File: config.mk
export PLATFORM = sky130hd
export DESIGN_NAME = eint_edge_ctrl
export DESIGN_NICKNAME = d
export VERILOG_FILES = /design/src/rtl/eint_pkg.sv /design/src/rtl/eint_sync.sv /design/src/rtl/eint_edge_sel.sv /design/src/rtl/eint_regs.sv /design/src/rtl/eint_edge_ctrl.sv
export SDC_FILE = /design/constraint.sdc
export NUM_CORES = 1
export LEC_CHECK = 0
export BUFFER_PORTS_ARGS = -buffer_cell sky130_fd_sc_hd__buf_2
export CORE_UTILIZATION = 42
export DETAILED_ROUTE_END_ITERATION = 7
export GPL_TIMING_DRIVEN = 1
export PLACE_DENSITY = 0.6
export SKIP_CTS_REPAIR_TIMING = 1
export SLEW_MARGIN = 20
export SYNTH_ARGS = -nofsm -noshare
export SYNTH_HDL_FRONTEND = slang
export SYNTH_SLANG_ARGS = --single-unit
File: constraint.sdc
create_clock -name clk -period 1.9 [get_ports clk]
set_input_delay 0.38 -clock clk [delete_from_list [all_inputs] [get_ports clk]]
set_output_delay 0.38 -clock clk [all_outputs]
set_load 0.02 [all_outputs]
File: src/rtl/eint_pkg.sv
package eint_pkg;

    localparam int unsigned EINT_PINS      = 8;
    localparam int unsigned BUS_DATA_W     = 8;
    localparam int unsigned BUS_ADDR_W     = 8;
    localparam int unsigned MODE_W         = 2;
    localparam int unsigned FIELDS_PER_REG = BUS_DATA_W / MODE_W;
    localparam int unsigned MODE_VEC_W     = EINT_PINS * MODE_W;

    localparam logic [BUS_ADDR_W-1:0] ADDR_FLAGS   = 8'hC0;
    localparam logic [BUS_ADDR_W-1:0] ADDR_MODE_LO = 8'hA4;
    localparam logic [BUS_ADDR_W-1:0] ADDR_MODE_HI = 8'hA5;

    typedef enum logic [MODE_W-1:0] {
        EM_OFF  = 2'b00,
        EM_RISE = 2'b01,
        EM_FALL = 2'b10,
        EM_BOTH = 2'b11
    } edge_mode_e;

    typedef struct packed {
        logic rise;
        logic fall;
    } edge_pair_t;

    typedef enum logic [1:0] {
        SEL_NONE,
        SEL_FLAGS,
        SEL_MODE_LO,
        SEL_MODE_HI
    } reg_sel_e;

    function automatic logic edge_hit(input edge_mode_e mode, input edge_pair_t seen);
        logic hit;
        case (mode)
            EM_RISE: hit = seen.rise;
            EM_FALL: hit = seen.fall;
            EM_BOTH: hit = seen.rise | seen.fall;
            default: hit = 1'b0;
        endcase
        return hit;
    endfunction

    function automatic reg_sel_e decode_addr(input logic [BUS_ADDR_W-1:0] addr);
        reg_sel_e sel;
        case (addr)
            ADDR_FLAGS:   sel = SEL_FLAGS;
            ADDR_MODE_LO: sel = SEL_MODE_LO;
            ADDR_MODE_HI: sel = SEL_MODE_HI;
            default:      sel = SEL_NONE;
        endcase
        return sel;
    endfunction

endpackage

File: src/rtl/eint_sync.sv
module eint_sync #(
    parameter int unsigned WIDTH  = 8,
    parameter int unsigned STAGES = 2
) (
    input  logic             clk,
    input  logic             rst,
    input  logic [WIDTH-1:0] pin_i,
    output logic [WIDTH-1:0] rise_o,
    output logic [WIDTH-1:0] fall_o
);

    localparam int unsigned LAST = STAGES - 1;

    logic [STAGES-1:0][WIDTH-1:0] chain_q;
    logic [WIDTH-1:0]             prev_q;
    logic [WIDTH-1:0]             level;

    always_ff @(posedge clk) begin
        if (rst) begin
            chain_q <= '0;
        end else begin
            chain_q[0] <= pin_i;
            for (int s = 1; s < STAGES; s++) begin
                chain_q[s] <= chain_q[s-1];
            end
        end
    end

    assign level = chain_q[LAST];

    always_ff @(posedge clk) begin
        if (rst) begin
            prev_q <= '0;
        end else begin
            prev_q <= level;
        end
    end

    assign rise_o = level & ~prev_q;
    assign fall_o = ~level & prev_q;

    generate
        if (STAGES == 2) begin : g_latency_chk
            logic [1:0] arm_q;
            always_ff @(posedge clk) begin
                if (rst) begin
                    arm_q <= '0;
                end else if (arm_q != 2'd3) begin
                    arm_q <= arm_q + 2'd1;
                end
            end
            for (genvar b = 0; b < WIDTH; b++) begin : g_bit
                AST_RISE_LATENCY: assert property (@(posedge clk) disable iff (rst)
                    (arm_q == 2'd3 && rise_o[b]) |-> ($past(pin_i[b], 2) && !$past(pin_i[b], 3)));
            end
        end
    endgenerate

endmodule

File: src/rtl/eint_edge_sel.sv
module eint_edge_sel
    import eint_pkg::*;
#(
    parameter int unsigned PINS = EINT_PINS
) (
    input  logic [PINS*MODE_W-1:0] modes_i,
    input  logic [PINS-1:0]        rise_i,
    input  logic [PINS-1:0]        fall_i,
    output logic [PINS-1:0]        evt_o
);

    generate
        for (genvar p = 0; p < PINS; p++) begin : g_pin
            edge_mode_e mode;
            edge_pair_t seen;
            assign mode = edge_mode_e'(modes_i[p*MODE_W +: MODE_W]);
            assign seen = '{rise: rise_i[p], fall: fall_i[p]};
            assign evt_o[p] = edge_hit(mode, seen);
        end
    endgenerate

endmodule

File: src/rtl/eint_regs.sv
module eint_regs
    import eint_pkg::*;
#(
    parameter int unsigned PINS = EINT_PINS
) (
    input  logic                  clk,
    input  logic                  rst,
    input  logic [BUS_ADDR_W-1:0] addr_i,
    input  logic [BUS_DATA_W-1:0] wdata_i,
    input  logic                  we_i,
    input  logic [PINS-1:0]       evt_i,
    output logic [PINS*MODE_W-1:0] modes_o,
    output logic [PINS-1:0]       flags_o,
    output logic [BUS_DATA_W-1:0] rdata_o
);

    reg_sel_e              sel;
    logic                  wr_flags;
    logic [PINS-1:0]       clr_mask;
    logic [PINS-1:0]       flags_q;
    logic [PINS-1:0]       flags_d;
    logic [BUS_DATA_W-1:0] mode_lo_q;
    logic [BUS_DATA_W-1:0] mode_hi_q;
    logic                  chk_armed_q;

    assign sel      = decode_addr(addr_i);
    assign wr_flags = we_i && (sel == SEL_FLAGS);
    assign clr_mask = wr_flags ? ~wdata_i[PINS-1:0] : '0;
    assign flags_d  = (flags_q & ~clr_mask) | evt_i;

    always_ff @(posedge clk) begin
        if (rst) begin
            flags_q <= '0;
        end else begin
            flags_q <= flags_d;
        end
    end

    always_ff @(posedge clk) begin
        if (rst) begin
            mode_lo_q <= '0;
            mode_hi_q <= '0;
        end else if (we_i) begin
            if (sel == SEL_MODE_LO) mode_lo_q <= wdata_i;
            if (sel == SEL_MODE_HI) mode_hi_q <= wdata_i;
        end
    end

    always_comb begin
        case (sel)
            SEL_FLAGS:   rdata_o = BUS_DATA_W'(flags_q);
            SEL_MODE_LO: rdata_o = mode_lo_q;
            SEL_MODE_HI: rdata_o = mode_hi_q;
            default:     rdata_o = '0;
        endcase
    end

    assign modes_o = {mode_hi_q, mode_lo_q};
    assign flags_o = flags_q;

    always_ff @(posedge clk) begin
        if (rst) chk_armed_q <= 1'b0;
        else     chk_armed_q <= 1'b1;
    end

    AST_SET_NEEDS_EVENT: assert property (@(posedge clk) disable iff (rst)
        chk_armed_q |-> ((flags_q & ~$past(flags_q) & ~$past(evt_i)) == '0));
    AST_EVENT_WINS: assert property (@(posedge clk) disable iff (rst)
        chk_armed_q |-> (($past(evt_i) & ~flags_q) == '0));
    AST_CLEAR_BY_ZERO: assert property (@(posedge clk) disable iff (rst)
        chk_armed_q |-> (($past(flags_q) & ~flags_q & ~$past(clr_mask)) == '0));
    AST_MODE_HOLD: assert property (@(posedge clk) disable iff (rst)
        (chk_armed_q && !$past(we_i)) |-> $stable(modes_o));

endmodule

File: src/rtl/eint_edge_ctrl.sv
module eint_edge_ctrl
    import eint_pkg::*;
#(
    parameter int unsigned SYNC_STAGES = 2
) (
    input  logic                  clk,
    input  logic                  rst,
    input  logic [EINT_PINS-1:0]  eint_i,
    input  logic [BUS_ADDR_W-1:0] bus_addr_i,
    input  logic [BUS_DATA_W-1:0] bus_wdata_i,
    input  logic                  bus_we_i,
    output logic [BUS_DATA_W-1:0] bus_rdata_o,
    output logic [EINT_PINS-1:0]  flags_o,
    output logic                  irq_o
);

    logic [EINT_PINS-1:0]  rise;
    logic [EINT_PINS-1:0]  fall;
    logic [EINT_PINS-1:0]  evt;
    logic [MODE_VEC_W-1:0] modes;

    eint_sync #(
        .WIDTH  (EINT_PINS),
        .STAGES (SYNC_STAGES)
    ) u_sync (
        .clk    (clk),
        .rst    (rst),
        .pin_i  (eint_i),
        .rise_o (rise),
        .fall_o (fall)
    );

    eint_edge_sel #(
        .PINS (EINT_PINS)
    ) u_sel (
        .modes_i (modes),
        .rise_i  (rise),
        .fall_i  (fall),
        .evt_o   (evt)
    );

    eint_regs #(
        .PINS (EINT_PINS)
    ) u_regs (
        .clk     (clk),
        .rst     (rst),
        .addr_i  (bus_addr_i),
        .wdata_i (bus_wdata_i),
        .we_i    (bus_we_i),
        .evt_i   (evt),
        .modes_o (modes),
        .flags_o (flags_o),
        .rdata_o (bus_rdata_o)
    );

    assign irq_o = |flags_o;

    AST_IRQ_RISE_CAUSE: assert property (@(posedge clk) disable iff (rst)
        $rose(irq_o) |-> ($past(evt) != '0));
    AST_IRQ_FALL_CAUSE: assert property (@(posedge clk) disable iff (rst)
        $fell(irq_o) |-> $past(bus_we_i));

endmodule

# Word-level counts from Yosys, hierarchy flattened
# Cells that the tools add are included.
[classes]
n_eq_ne = 30
mux = 11
bitwise_logic = 16
reduce_logical = 4
[ops]
columns = ["cell", "count"]
rows = [
  ["$eq 2x2->1 const B", 18],
  ["$not 8->8", 4],
  ["$and 8x8->8", 3],
  ["$eq 8x8->1 const B", 3],
  ["$pmux 1 s3", 8],
  ["$pmux 8 s3", 1],
  ["$eq 2x1->1 const B", 9],
  ["$mux 8", 1],
  ["$or 1x1->1", 8],
  ["$or 8x8->8", 1],
  ["$reduce_or 8->1", 1],
  ["$pmux 2 s3", 1],
  ["$reduce_and 2->1", 2],
  ["$logic_and 1x1->1", 1],
]
[totals]
regBits = 48
inputBits = 27
out_inout_bits = 17
wordCells = 67

# Logic depth before layout (Yosys ltp)
[depth]
word_depth = 8
depth_mapped = 5
mapped_depth_nobuf = 5

# Cells and area by module
# A second synthesis with hierarchy kept.
[unflattened]
cells_unflattened = 208
area_unflattened_um2 = 2118.3
[modules_own_cells]
columns = ["module", "instances", "cells_per_inst", "area_per_inst_um2", "seq_area_each_um2"]
rows = [
  ["eint_regs", 1, 131, 1238.7, 480.5],
  ["eint_sync", 1, 66, 793.3, 480.5],
  ["eint_edge_sel", 1, 8, 70.1, 0.0],
  ["eint_edge_ctrl", 1, 3, 16.3, 0.0],
]

# Least setup slack after synthesis
# Ideal clock, no wire load.
[synth_path]
kind = "input port to output port"
start = "in bus_addr_i[1]"
end = "out bus_rdata_o[5]"
arrival_time_ns = 1.485
required_ns = 1.520
setup_slack_ns = 0.035
path_stages = 4
path_buffers = 1
path_cell_list = "nor4b_2 -> clkbuf_1 -> nand4b_1 -> nand3_1"
[synth_via]
elab_chain_len = 4
word_cells_on_any_way = 8
cone_classes = "eq/ne (6); mux (2)"
[synth_rtl]
columns = ["item", "line_no", "rtl"]
rows = [
  ["start: declaration", "eint_edge_ctrl.sv:9", "input logic [BUS_ADDR_W-1:0] bus_addr_i,"],
  ["$eq 8x8->1", "eint_pkg.sv:46", "case (addr)"],
  ["$pmux 2 s3 *", "eint_pkg.sv:46", ""],
  ["$eq 2x2->1 / $eq 2x1->1 (equally long branches)", "eint_regs.sv:50", "case (sel)"],
  ["$pmux 8 s3 *", "eint_regs.sv:50", ""],
  ["end: declaration", "eint_edge_ctrl.sv:12", "output logic [BUS_DATA_W-1:0] bus_rdata_o,"],
]
# Mark *: on every way between the ends. The rest lies on a longest branch, timed or not.

# Worst setup path in the final report
[layout_path]
start = "in bus_addr_i[1]"
end = "out bus_rdata_o[1]"
# The elaborated chain is that of the path after synthesis.

==> metrics.cfg <==
[outcome]
outcome=completed

[die]
die-area_um2=5900
core_area_um2=5240
die_h_um=76.8
initial_core_util_pct=44.9
die_x_um=76.8
rows=26
boundaryPins=44

[synth]
synth_top_area_cell=dfxtp_1
synth_area_leaders=dfxtp_1, nand2b_1, ha_1, mux2i_1, nor2b_1
yosys_warnings=0
syn_avg_cell_area_um2=9.41
synth_top_area_share_pct=40.9
seq_area_frac_synth_pct=40.9
synth.distinct_cells=27
ys_seq_elements=48
synthesis.area_um2=2350
synthCells=250
synthesis.nets=293

[place]
placed_area_um2=2720
post-place-ws_ns=-0.0296
place_congestion=0.774
dp.cells=362
hpwl_um=3650
numPortBuffers=43

[setup_path]
worstPathArrival_ns=1.42
timing.rr.end=u_regs.flags_o[7]$_SDFF_PP0_
worstSetupPathType=in2out
path_max_fanout=13
endpoint_kind=primary output
rr_startpoint=u_sync.prev_q[7]$_SDFF_PP0_
critPathLaunchType=input port
ff2ff_setup_slack_ns=0.69
startpoint=bus_addr_i[1]
worstPathRequired_ns=1.52
reg2reg_depth=5

[pwr]
power_mw=1.75
switching_share_pct=22.9
combPwrFrac_pct=8.4
p_per_area_nw_per_um2=624
peakVddDrop_uv=383
p_switching_mw=0.399
seqPwrFrac_pct=59.2
p_int_mw=1.35
leakagePower_nw=1.17
power_frac_clock_pct=32.4

[global_routing]
grt_overflow=0
grt_pass1_wl_um=8510
grt_usage_pct=18.5
grt_max_degree=41
grt_pass1_vias=1790
antenna_found_initial=0

[route]
wl_per_cell_um=13.5
drtIter0Drc=99
viasPerCell=5.13
num_vias=1894
drt-pass1-iter-count=4
drc=0
ant_nets=0
routed_wl_um=4990

[finish]
final_util_pct=53.4
drive_above_1_share_pct=24.7
fin_nets=342
design_area_um2=2800
antenna_cells=0
syn_to_final_growth_pct=18.8
final_cells=369

[clocking]
worstSkewPairLatency_ns=0.30
h-tree-depth=2
root_buffer=clkbuf_8
tritoncts=built
clkTransAtPathRegs_ns=0.09
cts-buffers-inserted=5
cts.path.max_buffers=2
numClockSinks=48

[sta]
slew_violations=0
rsz0062_at_grt=false
finalCritPeriodShare_pct=95.0
skew_ns=0.00827
setup_viol=0
relSlewSlack_pct=60.0
fmax_mhz=554
worstMarginPinSlew_ns=0.600
postLayoutSetupSlackWorst_ns=0.0955
hold_viol_final=0
fin_crit_ns=1.80

[worst_hold_path]
hold_path_depth=2
hold_path_startpoint=eint_i[7]
hold_path_end=u_sync.chain_q[7]$_SDFF_PP0_
min_path_type=in2reg

[job]
maxCapViolCount=0

[per-layer routing]
layer / wire length [µm] / vias up / global-route usage, %
li1: - / 964 / -
met4: 68 / 0 / 7.31
met1: 2430 / 874 / 25.3
met3: 364 / 6 / 5.24
met5: 0 / - / 0
met2: 2120 / 50 / 27.2
[worst max-delay path, stage by stage]
cell and delay [ns]:
buf_2 0.12, nor4b_4 0.30, buf_4 0.23, nand4b_1 0.11, nand3_1 0.11, buf_2 0.17
[power by group through the flow]
| stage | clock, mW | combinational (mW) | sequential, mW |
|---|---|---|---|
| finish | 0.565 | 0.146 | 1.03 |
| global route | 0.635 | 0.164 | 1.04 |
| CTS | 0.589 | 0.147 | 1.03 |
| detailed placement | 0 | 0.146 | 1.06 |
| global placement | 0 | 0.143 | 1.06 |
| floorplan | 0 | 0.0831 | 1.06 |
[registers in the layout, summed over array words and instances, names as in the netlist]
name	count
u_sync.chain_q	8
u_regs.mode_hi_q	8
u_sync.level	8
u_sync.prev_q	8
u_regs.flags_o	8
u_regs.mode_lo_q	8
[cell usage after synthesis (all sizes together)]
cell type and number:
dfxtp 48, nand2b 38, ha 16, inv 16, mux2i 16, nand3 16
nor2b 16, a21oi 14, clkbuf 13, nand4b 10, nand4 8, nor2 8
o41ai 8, a31o 7, buf 2, nand2 2, nor4 2, nor4b 2
or4b 2, a31oi 1, and3b 1, clkinv 1, nand3b 1, nor3 1
o211ai 1
[layout by cell type, fill, tap and decap left out, types with 2 or more instances in the layout]
master,netlist,routed
inv_1,16,16
o41ai_1,8,8
nor2_1,8,8
ha_1,16,16
nor2b_1,16,16
mux2i_1,16,16
dfxtp_1,48,48
nand2_1,2,2
a21oi_1,14,14
nand4b_1,10,10
buf_2,0,43
a31o_2,7,7
nand4_1,8,8
buf_4,0,13
nand2b_1,38,38
nand3_1,16,16
nor4_1,2,2
clkbuf_8,0,5
[kinds of logic after synthesis]
family / Yosys count / synth area share, %
AND/OR/NAND/NOR: 107 / 29.3
adder cells (fa/ha/maj): 16 / 8.51
flip-flops: 48 / 40.9
buffers and inverters: 32 / 5.43
AO/OA/AOI/OAI: 31 / 9.15
multiplexers: 16 / 6.81
[stage by stage]
stage / setup TNS (ns) / hold WS (ns)
6_report: 0 / 0.284
5_1_grt: 0 / 0.281
4_1_cts: 0 / 0.279
3_5_place_dp: -0.0736 / 0.424
3_3_place_gp: 0 / 0.417
2_1_floorplan: 0 / 0.414
[worst max path at each step]
| stage | to | slack (ns) | cells after the start |
|---|---|---|---|
| floorplan | bus_rdata_o[5] | 0.04 | 4 |
| global placement | u_regs.flags_o[4]$_SDFF_PP0_ | 0.007 | 4 |
| detailed placement | u_regs.flags_o[4]$_SDFF_PP0_ | -0.03 | 4 |
| CTS | bus_rdata_o[1] | 0.09 | 6 |
| global route | bus_rdata_o[3] | 0.02 | 6 |
| finish | bus_rdata_o[1] | 0.1 | 6 |
[final cells by class]
| class | count | area, µm² |
|---|---|---|
| Tap cell | 70 | 87.6 |
| Inverter | 17 | 63.8 |
| Multi-Input combinational cell | 170 | 1270 |
| Clock buffer | 6 | 72.6 |
| Sequential cell | 48 | 961 |
| Timing Repair Buffer | 57 | 333 |
| Fill cell | 504 | 2440 |
| Clock inverter | 1 | 5.00 |
Power figures use the tool's default switching activity.
